===== config.mk =====
export PLATFORM = sky130hd
export DESIGN_NAME = dafir_top
export DESIGN_NICKNAME = d
export VERILOG_FILES = /design/src/rtl/dafir_pkg.sv /design/src/rtl/dafir_ctrl.sv /design/src/rtl/dafir_ppg.sv /design/src/rtl/dafir_addtree.sv /design/src/rtl/dafir_datapath.sv /design/src/rtl/dafir_top.sv
export SDC_FILE = /design/constraint.sdc
export NUM_CORES = 2
export LEC_CHECK = 0
export ABC_AREA = 1
export CORE_MARGIN = 4
export CORE_UTILIZATION = 35
export DETAILED_ROUTE_END_ITERATION = 10
export PLACE_DENSITY = 0.54
export RECOVER_POWER = 100
export SLEW_MARGIN = 20
export SYNTH_ARGS = -nofsm -noshare
export SYNTH_HDL_FRONTEND = slang
export SYNTH_HIERARCHICAL = 1
export SYNTH_SLANG_ARGS = --single-unit

===== constraint.sdc =====
create_clock -name clk -period 2.3 [get_ports clk]
set_input_delay 0.575 -clock clk [delete_from_list [all_inputs] [get_ports clk]]
set_output_delay 0.575 -clock clk [all_outputs]
set_load 0.005 [all_outputs]

===== src/rtl/dafir_pkg.sv =====
package dafir_pkg;

  // Per-cycle strobes from control to datapath
  typedef struct packed {
    logic shiftEn;   // accept a new sample into the history
    logic coefLoad;  // write one tap this cycle
    logic coefOdd;   // the written tap is the odd member of its pair
  } strobe_t;

endpackage


===== src/rtl/dafir_ctrl.sv =====
module dafir_ctrl
  import dafir_pkg::*;
#(
  parameter int ADDR_W = 3,
  parameter int PSEL_W = 2,
  parameter int LAT    = 7
) (
  input  logic              clk,
  input  logic              rstN,
  input  logic              inValid,
  input  logic              coefWrEn,
  input  logic [ADDR_W-1:0] coefWrAddr,
  output strobe_t           strb,
  output logic [PSEL_W-1:0] pairSel,
  output logic              outValid
);

  localparam int CNT_W = $clog2(LAT + 1);

  logic [LAT-1:0] validPipe;
  logic [CNT_W-1:0] sinceRst;

  always_comb begin
    strb.shiftEn  = inValid;
    strb.coefLoad = coefWrEn;
    strb.coefOdd  = coefWrAddr[0];
  end

  assign pairSel = PSEL_W'(coefWrAddr >> 1);

  generate
    if (LAT == 1) begin : gLat1
      always_ff @(posedge clk or negedge rstN)
        if (!rstN) validPipe <= '0;
        else       validPipe <= inValid;
    end else begin : gLatN
      always_ff @(posedge clk or negedge rstN)
        if (!rstN) validPipe <= '0;
        else       validPipe <= {validPipe[LAT-2:0], inValid};
    end
  endgenerate

  assign outValid = validPipe[LAT-1];

  // cycles elapsed since reset, saturating at LAT
  always_ff @(posedge clk or negedge rstN)
    if (!rstN)                   sinceRst <= '0;
    else if (sinceRst != CNT_W'(LAT)) sinceRst <= sinceRst + 1'b1;


  valid_latency_chk: assert property (@(posedge clk) disable iff (!rstN)
    outValid |-> (sinceRst == CNT_W'(LAT)));

endmodule


===== src/rtl/dafir_ppg.sv =====
module dafir_ppg #(
  parameter int W = 8,
  parameter int L = 8
) (
  input  logic                clk,
  input  logic                rstN,
  input  logic                load,
  input  logic                odd,
  input  logic signed [W-1:0] coefData,
  input  logic [L-1:0]        bitsEven,
  input  logic [L-1:0]        bitsOdd,
  output logic [L-1:0][W:0]   pp
);

  localparam int PW = W + 1;

  logic signed [W-1:0]  hEven;
  logic signed [W-1:0]  hOdd;
  logic signed [PW-1:0] hPair;

  // three-entry register bank shared by all bit slices
  always_ff @(posedge clk or negedge rstN) begin
    if (!rstN) begin
      hEven <= '0;
      hOdd  <= '0;
      hPair <= '0;
    end else if (load) begin
      if (odd) begin
        hOdd  <= coefData;
        hPair <= PW'(hEven) + PW'(coefData);
      end else begin
        hEven <= coefData;
        hPair <= PW'(coefData) + PW'(hOdd);
      end
    end
  end

  // one four-way select per bit slice, registered
  for (genvar b = 0; b < L; b++) begin : gSlice
    always_ff @(posedge clk or negedge rstN) begin
      if (!rstN) pp[b] <= '0;
      else begin
        unique case ({bitsOdd[b], bitsEven[b]})
          2'b00: pp[b] <= '0;
          2'b01: pp[b] <= PW'(hEven);
          2'b10: pp[b] <= PW'(hOdd);
          2'b11: pp[b] <= hPair;
        endcase
      end
    end
  end


  pair_sum_chk: assert property (@(posedge clk) disable iff (!rstN)
    hPair == PW'(hEven) + PW'(hOdd));


  coef_load_chk: assert property (@(posedge clk) disable iff (!rstN)
    (load && !odd) |=> (hEven == $past(coefData)));

endmodule


===== src/rtl/dafir_addtree.sv =====
module dafir_addtree #(
  parameter int LEAVES = 4,
  parameter int WIDTH  = 11
) (
  input  logic                    clk,
  input  logic                    rstN,
  input  logic signed [WIDTH-1:0] leaf [LEAVES],
  output logic signed [WIDTH-1:0] sum
);

  localparam int DEPTH  = $clog2(LEAVES);
  localparam int PADDED = 1 << DEPTH;

  for (genvar lv = 0; lv <= DEPTH; lv++) begin : stage
    localparam int CNT = PADDED >> lv;
    logic signed [WIDTH-1:0] node [CNT];

    if (lv == 0) begin : gLeaf
      for (genvar i = 0; i < CNT; i++) begin : gPad
        if (i < LEAVES) begin : gUse
          assign node[i] = leaf[i];
        end else begin : gZero
          assign node[i] = '0;
        end
      end
    end else begin : gAdd
      always_ff @(posedge clk or negedge rstN) begin
        if (!rstN) begin
          for (int i = 0; i < CNT; i++) node[i] <= '0;
        end else begin
          for (int i = 0; i < CNT; i++)
            node[i] <= stage[lv-1].node[2*i] + stage[lv-1].node[2*i+1];
        end
      end
    end
  end

  assign sum = stage[DEPTH].node[0];

endmodule


===== src/rtl/dafir_datapath.sv =====
module dafir_datapath
  import dafir_pkg::*;
#(
  parameter int TAPS   = 8,
  parameter int L      = 8,
  parameter int W      = 8,
  parameter int PSEL_W = 2,
  parameter int OW     = 19
) (
  input  logic                 clk,
  input  logic                 rstN,
  input  strobe_t              strb,
  input  logic [PSEL_W-1:0]    pairSel,
  input  logic [L-1:0]         sample,
  input  logic signed [W-1:0]  coefData,
  output logic signed [OW-1:0] yOut
);

  localparam int PAIRS = TAPS / 2;
  localparam int PW    = W + 1;
  localparam int CW    = PW + $clog2(PAIRS);

  logic [L-1:0] hist [TAPS];
  logic [L-1:0][PW-1:0] ppBus [PAIRS];
  logic signed [CW-1:0] sliceSum [L];
  logic signed [OW-1:0] weighted [L];

  // sample history, newest at index 0
  always_ff @(posedge clk or negedge rstN) begin
    if (!rstN) begin
      for (int k = 0; k < TAPS; k++) hist[k] <= '0;
    end else if (strb.shiftEn) begin
      hist[0] <= sample;
      for (int k = 1; k < TAPS; k++) hist[k] <= hist[k-1];
    end
  end

  // one partial product generator per sample pair
  for (genvar p = 0; p < PAIRS; p++) begin : gPair
    logic pairLoad;
    assign pairLoad = strb.coefLoad && (pairSel == PSEL_W'(p));

    dafir_ppg #(.W(W), .L(L)) uPpg (
      .clk      (clk),
      .rstN     (rstN),
      .load     (pairLoad),
      .odd      (strb.coefOdd),
      .coefData (coefData),
      .bitsEven (hist[2*p]),
      .bitsOdd  (hist[2*p+1]),
      .pp       (ppBus[p])
    );
  end

  // per bit-slice adder trees across pairs
  for (genvar b = 0; b < L; b++) begin : gSliceTree
    logic signed [CW-1:0] leafB [PAIRS];
    for (genvar p = 0; p < PAIRS; p++) begin : gLeaf
      assign leafB[p] = CW'($signed(ppBus[p][b]));
    end

    dafir_addtree #(.LEAVES(PAIRS), .WIDTH(CW)) uTree (
      .clk  (clk),
      .rstN (rstN),
      .leaf (leafB),
      .sum  (sliceSum[b])
    );

    // bit position b carries weight 2^b
    assign weighted[b] = OW'(sliceSum[b]) <<< b;
  end

  // weighted shift-add tree across slices
  dafir_addtree #(.LEAVES(L), .WIDTH(OW)) uShiftAdd (
    .clk  (clk),
    .rstN (rstN),
    .leaf (weighted),
    .sum  (yOut)
  );


  sipo_shift_chk: assert property (@(posedge clk) disable iff (!rstN)
    strb.shiftEn |=> (hist[0] == $past(sample)) && (hist[1] == $past(hist[0])));


  sipo_hold_chk: assert property (@(posedge clk) disable iff (!rstN)
    !strb.shiftEn |=> $stable(hist[0]) && $stable(hist[TAPS-1]));

endmodule


===== src/rtl/dafir_top.sv =====
module dafir_top
  import dafir_pkg::*;
#(
  parameter int TAPS     = 8,
  parameter int SAMPLE_W = 8,
  parameter int COEF_W   = 8
) (
  input  logic                         clk,
  input  logic                         rstN,
  input  logic                         inValid,
  input  logic [SAMPLE_W-1:0]          inSample,
  input  logic                         coefWrEn,
  input  logic [$clog2(TAPS)-1:0]      coefWrAddr,
  input  logic signed [COEF_W-1:0]     coefWrData,
  output logic                         outValid,
  output logic signed [COEF_W+1+$clog2(TAPS/2)+SAMPLE_W-1:0] outY
);

  localparam int ADDR_W = $clog2(TAPS);
  localparam int PAIRS  = TAPS / 2;
  localparam int PSEL_W = (ADDR_W > 1) ? ADDR_W - 1 : 1;
  localparam int OW     = COEF_W + 1 + $clog2(PAIRS) + SAMPLE_W;
  localparam int LAT    = 2 + $clog2(PAIRS) + $clog2(SAMPLE_W);

  strobe_t           strb;
  logic [PSEL_W-1:0] pairSel;

  initial begin
    if (TAPS % 2 != 0 || TAPS < 2) $error("TAPS must be even and at least 2");
  end

  dafir_ctrl #(.ADDR_W(ADDR_W), .PSEL_W(PSEL_W), .LAT(LAT)) uCtrl (
    .clk        (clk),
    .rstN       (rstN),
    .inValid    (inValid),
    .coefWrEn   (coefWrEn),
    .coefWrAddr (coefWrAddr),
    .strb       (strb),
    .pairSel    (pairSel),
    .outValid   (outValid)
  );

  dafir_datapath #(
    .TAPS(TAPS), .L(SAMPLE_W), .W(COEF_W), .PSEL_W(PSEL_W), .OW(OW)
  ) uDp (
    .clk      (clk),
    .rstN     (rstN),
    .strb     (strb),
    .pairSel  (pairSel),
    .sample   (inSample),
    .coefData (coefWrData),
    .yOut     (outY)
  );

endmodule


### Word level (Yosys, flattened, before mapping)

Index checks and enable logic that the tools add are counted.

* ROM bits: 0
* flip-flop bits (word level): 825
* bits in writable memories: 0
* memories kept: 0
* output and inout port bits: 20
* bits in latches: 0

* multipliers: 0
* reduce and logical (&&, ||, !) cells: 45
* order comparisons: 0
* mux-type cells: 36
* eq/ne operators: 99
* bitwise operators: 1
* shifts and indexed selects: 0
* div/mod/pow operators: 0
* add/sub/neg operators: 39

Operators with widths (count)
* $pmux W9 S4: 32
* $add A9 B9 Y10: 16
* $eq A2 B2 Y1 const B: 66
* $add A10 B10 Y11: 8
* $add A8 B8 Y9: 8
* $eq A2 B1 Y1 const B: 33
* $logic_not A2 Y1: 33
* $mux W9: 4
* $add A16 B19 Y19: 1
* $add A17 B18 Y19: 1
* $add A17 B19 Y19: 1
* $add A15 B16 Y17: 1
* $add A13 B15 Y16: 1
* $reduce_and A2 Y1: 8
* $add A13 B14 Y15: 1
* $add A11 B12 Y13: 1
* $logic_and A1 B1 Y1: 4
* $not A1 Y1: 1

### Depth between registers and ports, before layout

* word-level depth: 3
* depth in mapped cells: 14
* gate-level depth less buffers: 12

### Hierarchy

The synthesis kept the hierarchy.

Modules (own cells, without submodules)
* dafir_ppg: cells an instance 456, instances 4, area an instance 4291.6 sq um
* dafir_addtree (uDp.gSliceTree[1].uTree ...): cells an instance 354, instances 6, area an instance 2507.4 sq um
* dafir_addtree (uDp.uShiftAdd): cells an instance 1505, instances 1, area an instance 10666.5 sq um
* dafir_addtree (uDp.gSliceTree[0].uTree ...): cells an instance 354, instances 2, area an instance 2511.2 sq um
* dafir_datapath: cells an instance 279, instances 1, area an instance 2479.9 sq um
* dafir_ctrl: cells an instance 12, instances 1, area an instance 212.7 sq um

### Worst setup path after synthesis

Ideal clock, no wire load.

* path kind: input to register
* start: in coefWrAddr[0]
* end: reg uDp.gPair[0].uPpg.hPair[8]
* setup time: 0.118 ns
* buffers on the path: 3
* setup slack: -0.104 ns
* required time: 2.182 ns
* arrival time: 2.286 ns
* stages: 12
* cell sequence: buf_4 buf_2 clkbuf_1 o21ai_0 ha_1 fa_1 nand2_1 nand2_1 nand3_1 nand3_1 nand3_1 nand2_1

* longest elaborated chain between the ends: 1

Ends and longest elaborated chain
* start: declaration: line dafir_top.sv:13 `input logic [$clog2(TAPS)-1:0] coefWrAddr,`
* $mux W9: line dafir_ppg.sv:28 `if (odd) begin`
* end signal: assignment: line dafir_ppg.sv:30 `hPair <= PW'(hEven) + PW'(coefData);`
* end signal: assignment: line dafir_ppg.sv:33 `hPair <= PW'(coefData) + PW'(hOdd);`
* end: declaration: line dafir_ppg.sv:19 `logic signed [PW-1:0] hPair;`

Every way passes these cells.
A chain may end at the register's enable or synchronous reset.

### Worst setup path after layout

* start: reg uDp.uShiftAdd.stage[3].node (netlist bit uDp/uShiftAdd/sum[8])
* end: out outY[8]

RTL lines
* start: declaration: line dafir_addtree.sv:16 `logic signed [WIDTH-1:0] node [CNT];`
* start signal: indexed assignment: line dafir_addtree.sv:32 `node[i] <= stage[lv-1].node[2*i] + stage[lv-1].node[2*i+1];`
* end: declaration: line dafir_top.sv:16 `output logic signed [COEF_W+1+$clog2(TAPS/2)+SAMPLE_W-1:0] outY`

No word-level cell between the ends.

==> out/metrics.csv <==
metric,value,unit
status,finished with violations,
violations,"max-capacitance violations, max-slew violations",
ioPinCount,43,
fin_nets,7166,
worstSetupEndpointType,output port,
clock-sinks,856,
dp_hpwl,120,mm
async_flop_share,100,%
r2r_slack,0.32,ns
critPathMaxStageDelay,0.57,ns
yosys_most_used_dff,dfrtp_1,
critical-path-top-delay-family,buffers and inverters,
synth-edff-count,0,
viasPerCell,4.92,
postCtsSetupBuffers,0,
rsz0062_at_grt,no,
postSynthAreaPerCell,7.84,sq um
critPathLaunchType,flip-flop,
initial_utilization,35.2,%
leakagePower,31.2,nW
drv_cap,1,
power,72.5,mW
clkSlewWorstSetupHoldPaths,0.05,ns
synthDistinctLibCells,33,
worstPathMaxFanout,1,
timing.rr.start,uDp/gPair[3].uPpg/pp[0],
fmax,0.456,GHz
clock-root-buffer,clkbuf_16,
rows,139,
layoutNonFillerInstCount,8701,
ir_drop,0.000622,V
dieArea,0.151,sq mm
synth_common_cells,"nand2_1, inv_1, dfrtp_1",
worst_pin_slew,1.68,ns
first_pass_iters,6,
drive_gt1_share,5.74,%
synthTopCellsByArea,"dfrtp_1, nand2_1, ha_1, inv_1, o221ai_1",
drc,0,
synth_area,0.0506,sq mm
cts_buffers,98,
hold_viol_final,0,
finalSetupViolCount,0,
slew_viol_final,66,
postRouteAntennaNets,0,
crit_slowest_cell,dlygate4sd3_1,
grt_pass1_vias,40598,
antenna_found_initial,5,
drt-wirelength-per-cell,17.9,microns
r2r-end,uDp/gSliceTree[0].uTree/stage[1].node[8],
crit_buf_inv,1,
yosysTopAreaCell,dfrtp_1,
grt_start_max_net_pins,90,
vias,42773,
synthCells,6452,
cts_buffer_depth,3,
h-tree-depth,3,
arrival,1.62,ns
tns,0,ns
critical_path_depth,1,
critPathRequiredTime,1.73,ns
synth.most_common_cell,nand2_1,
cts_tree,built,
relSlewSlack,-11.8,%
crit_path_cell_trace,dlygate4sd3_1,
grt_pass1_wl,238,mm
area_growth,13.8,%
r2r_cells,9,
ys_seq_elements,856,
core_area,0.144,sq mm
synth_top_area_share,42.3,%
cts_hold_buf,1,
dp.cells,8512,
crit_start,uDp/uShiftAdd/sum[8],
ys_seq_area_share,42.3,%
port_buffers,42,
hold_slack,0.182,ns
die_w,388,microns
pwr_density_cell,1260,mW/mm^2
wirelength,156,mm
endpoint,outY[8],
place.gp.congestion,0.907,
hold_class,primary input to flip-flop,
cts-resized-gates,0,
clock_latency,0.73,ns
ys.warnings.count,6,
crit_type,flip-flop to output port,
period_needed,2.19,ns
finClkSkew,0.0327,ns
die_h,388,microns
drt_iter0_markers,3476,
globalRouteOverflowTotal,0,
grt_usage,20.4,%
period_share,95.3,%
registers in the layout (all words and copies together), names as in the netlist, 32 cells and up:
register / count
uDp/gSliceTree.uTree/stage.node: 176
uDp/gPair.uPpg/pp: 288
uDp/gPair.uPpg/hPair: 36
uDp/hist: 64
uDp/gPair.uPpg/hEven: 32
uDp/uShiftAdd/stage.node: 114
uDp/gPair.uPpg/hOdd: 32
uDp/gSliceTree.uTree/sum: 88
through the flow:
stage	worst slack [ns]	utilization (%)	cell area, sq um
3_5_place_dp	-0.196	38.0	54600
5_1_grt	0.0585	40.1	57600
4_1_cts	0.0918	40.5	58200
3_3_place_gp	-0.195	38.0	54600
6_report	0.108	40.1	57600
2_1_floorplan	0.0125	-	50800
cells in the final DEF (no fill, tap or decap), drive strengths merged:
master            n
bufinv           16
nand3           416
dfrtp           856
clkinv           79
buf             113
inv             872
xnor2            56
nand4            48
nand3b            8
conb             34
clkdlybuf4s50    36
dlygate4sd3       4
ha              398
o21ai           246
nor2            404
clkinvlp          9
fa               35
and2             14
nor3             14
nand2          2354
o221ai          224
clkbuf          167
or2               8
xor2            138
o22ai             8
a21oi           238
diode             3
area by class of cell:
class                           instances  area, sq um
Fill cell                           14699        86100
Multi-Input combinational cell       4643        25200
Sequential cell                       856        21400
Inverter                              912         3420
Clock buffer                          121         2690
Tap cell                             1903         2380
Timing Repair Buffer                  199         1610
Clock inverter                         64          893
Antenna cell                            3         7.51
tightest hold or removal path, stage by stage:
cell and delay [ns]:
clkbuf_1 0.12, inv_2 0.07, nand2_1 0.05, nand2_1 0.05
cell families after synthesis:
family | count (synthesis) | share of synthesized area [%]
flip-flops | 856 | 42.3
buffers and inverters | 986 | 7.62
adder cells (fa/ha/maj) | 433 | 11.2
AND/OR/NAND/NOR | 3266 | 26.4
AO/OA/AOI/OAI | 716 | 9.08
other | 1 | 0.00741
XOR/XNOR | 194 | 3.36
worst min path at each step:
stage / startpoint / end / slack, ns / depth (start not counted)
after floorplan: rstN / uCtrl/validPipe[0] / 0.28 / 0
after global placement: uCtrl/validPipe[0] / uCtrl/validPipe[1] / 0.34 / 0
after detailed placement: uCtrl/validPipe[4] / uCtrl/validPipe[5] / 0.34 / 0
after CTS: inValid / uDp/hist[39] / 0.13 / 4
after global routing: inValid / uDp/hist[39] / 0.22 / 4
final: inValid / uDp/hist[39] / 0.18 / 4
layer usage:
layer | part of all wire (%) | vias to the layer above | GRT usage, %
met4 | 4.1 | 0 | 7.39
met5 | 0 | - | 0
met2 | 45 | 1323 | 33.0
met3 | 6.8 | 319 | 4.19
met1 | 44 | 19871 | 27.2
li1 | - | 21260 | -
report_power, final:
group | total (mW) | leakage (nW) | switching, mW | internal [mW]
clock | 17.0 | 1.74 | 6.73 | 10.2
sequential | 22.5 | 11.0 | 2.60 | 19.9
combinational | 33.1 | 18.5 | 22.0 | 11.1
Note: power is estimated with default switching activity, not from simulation.
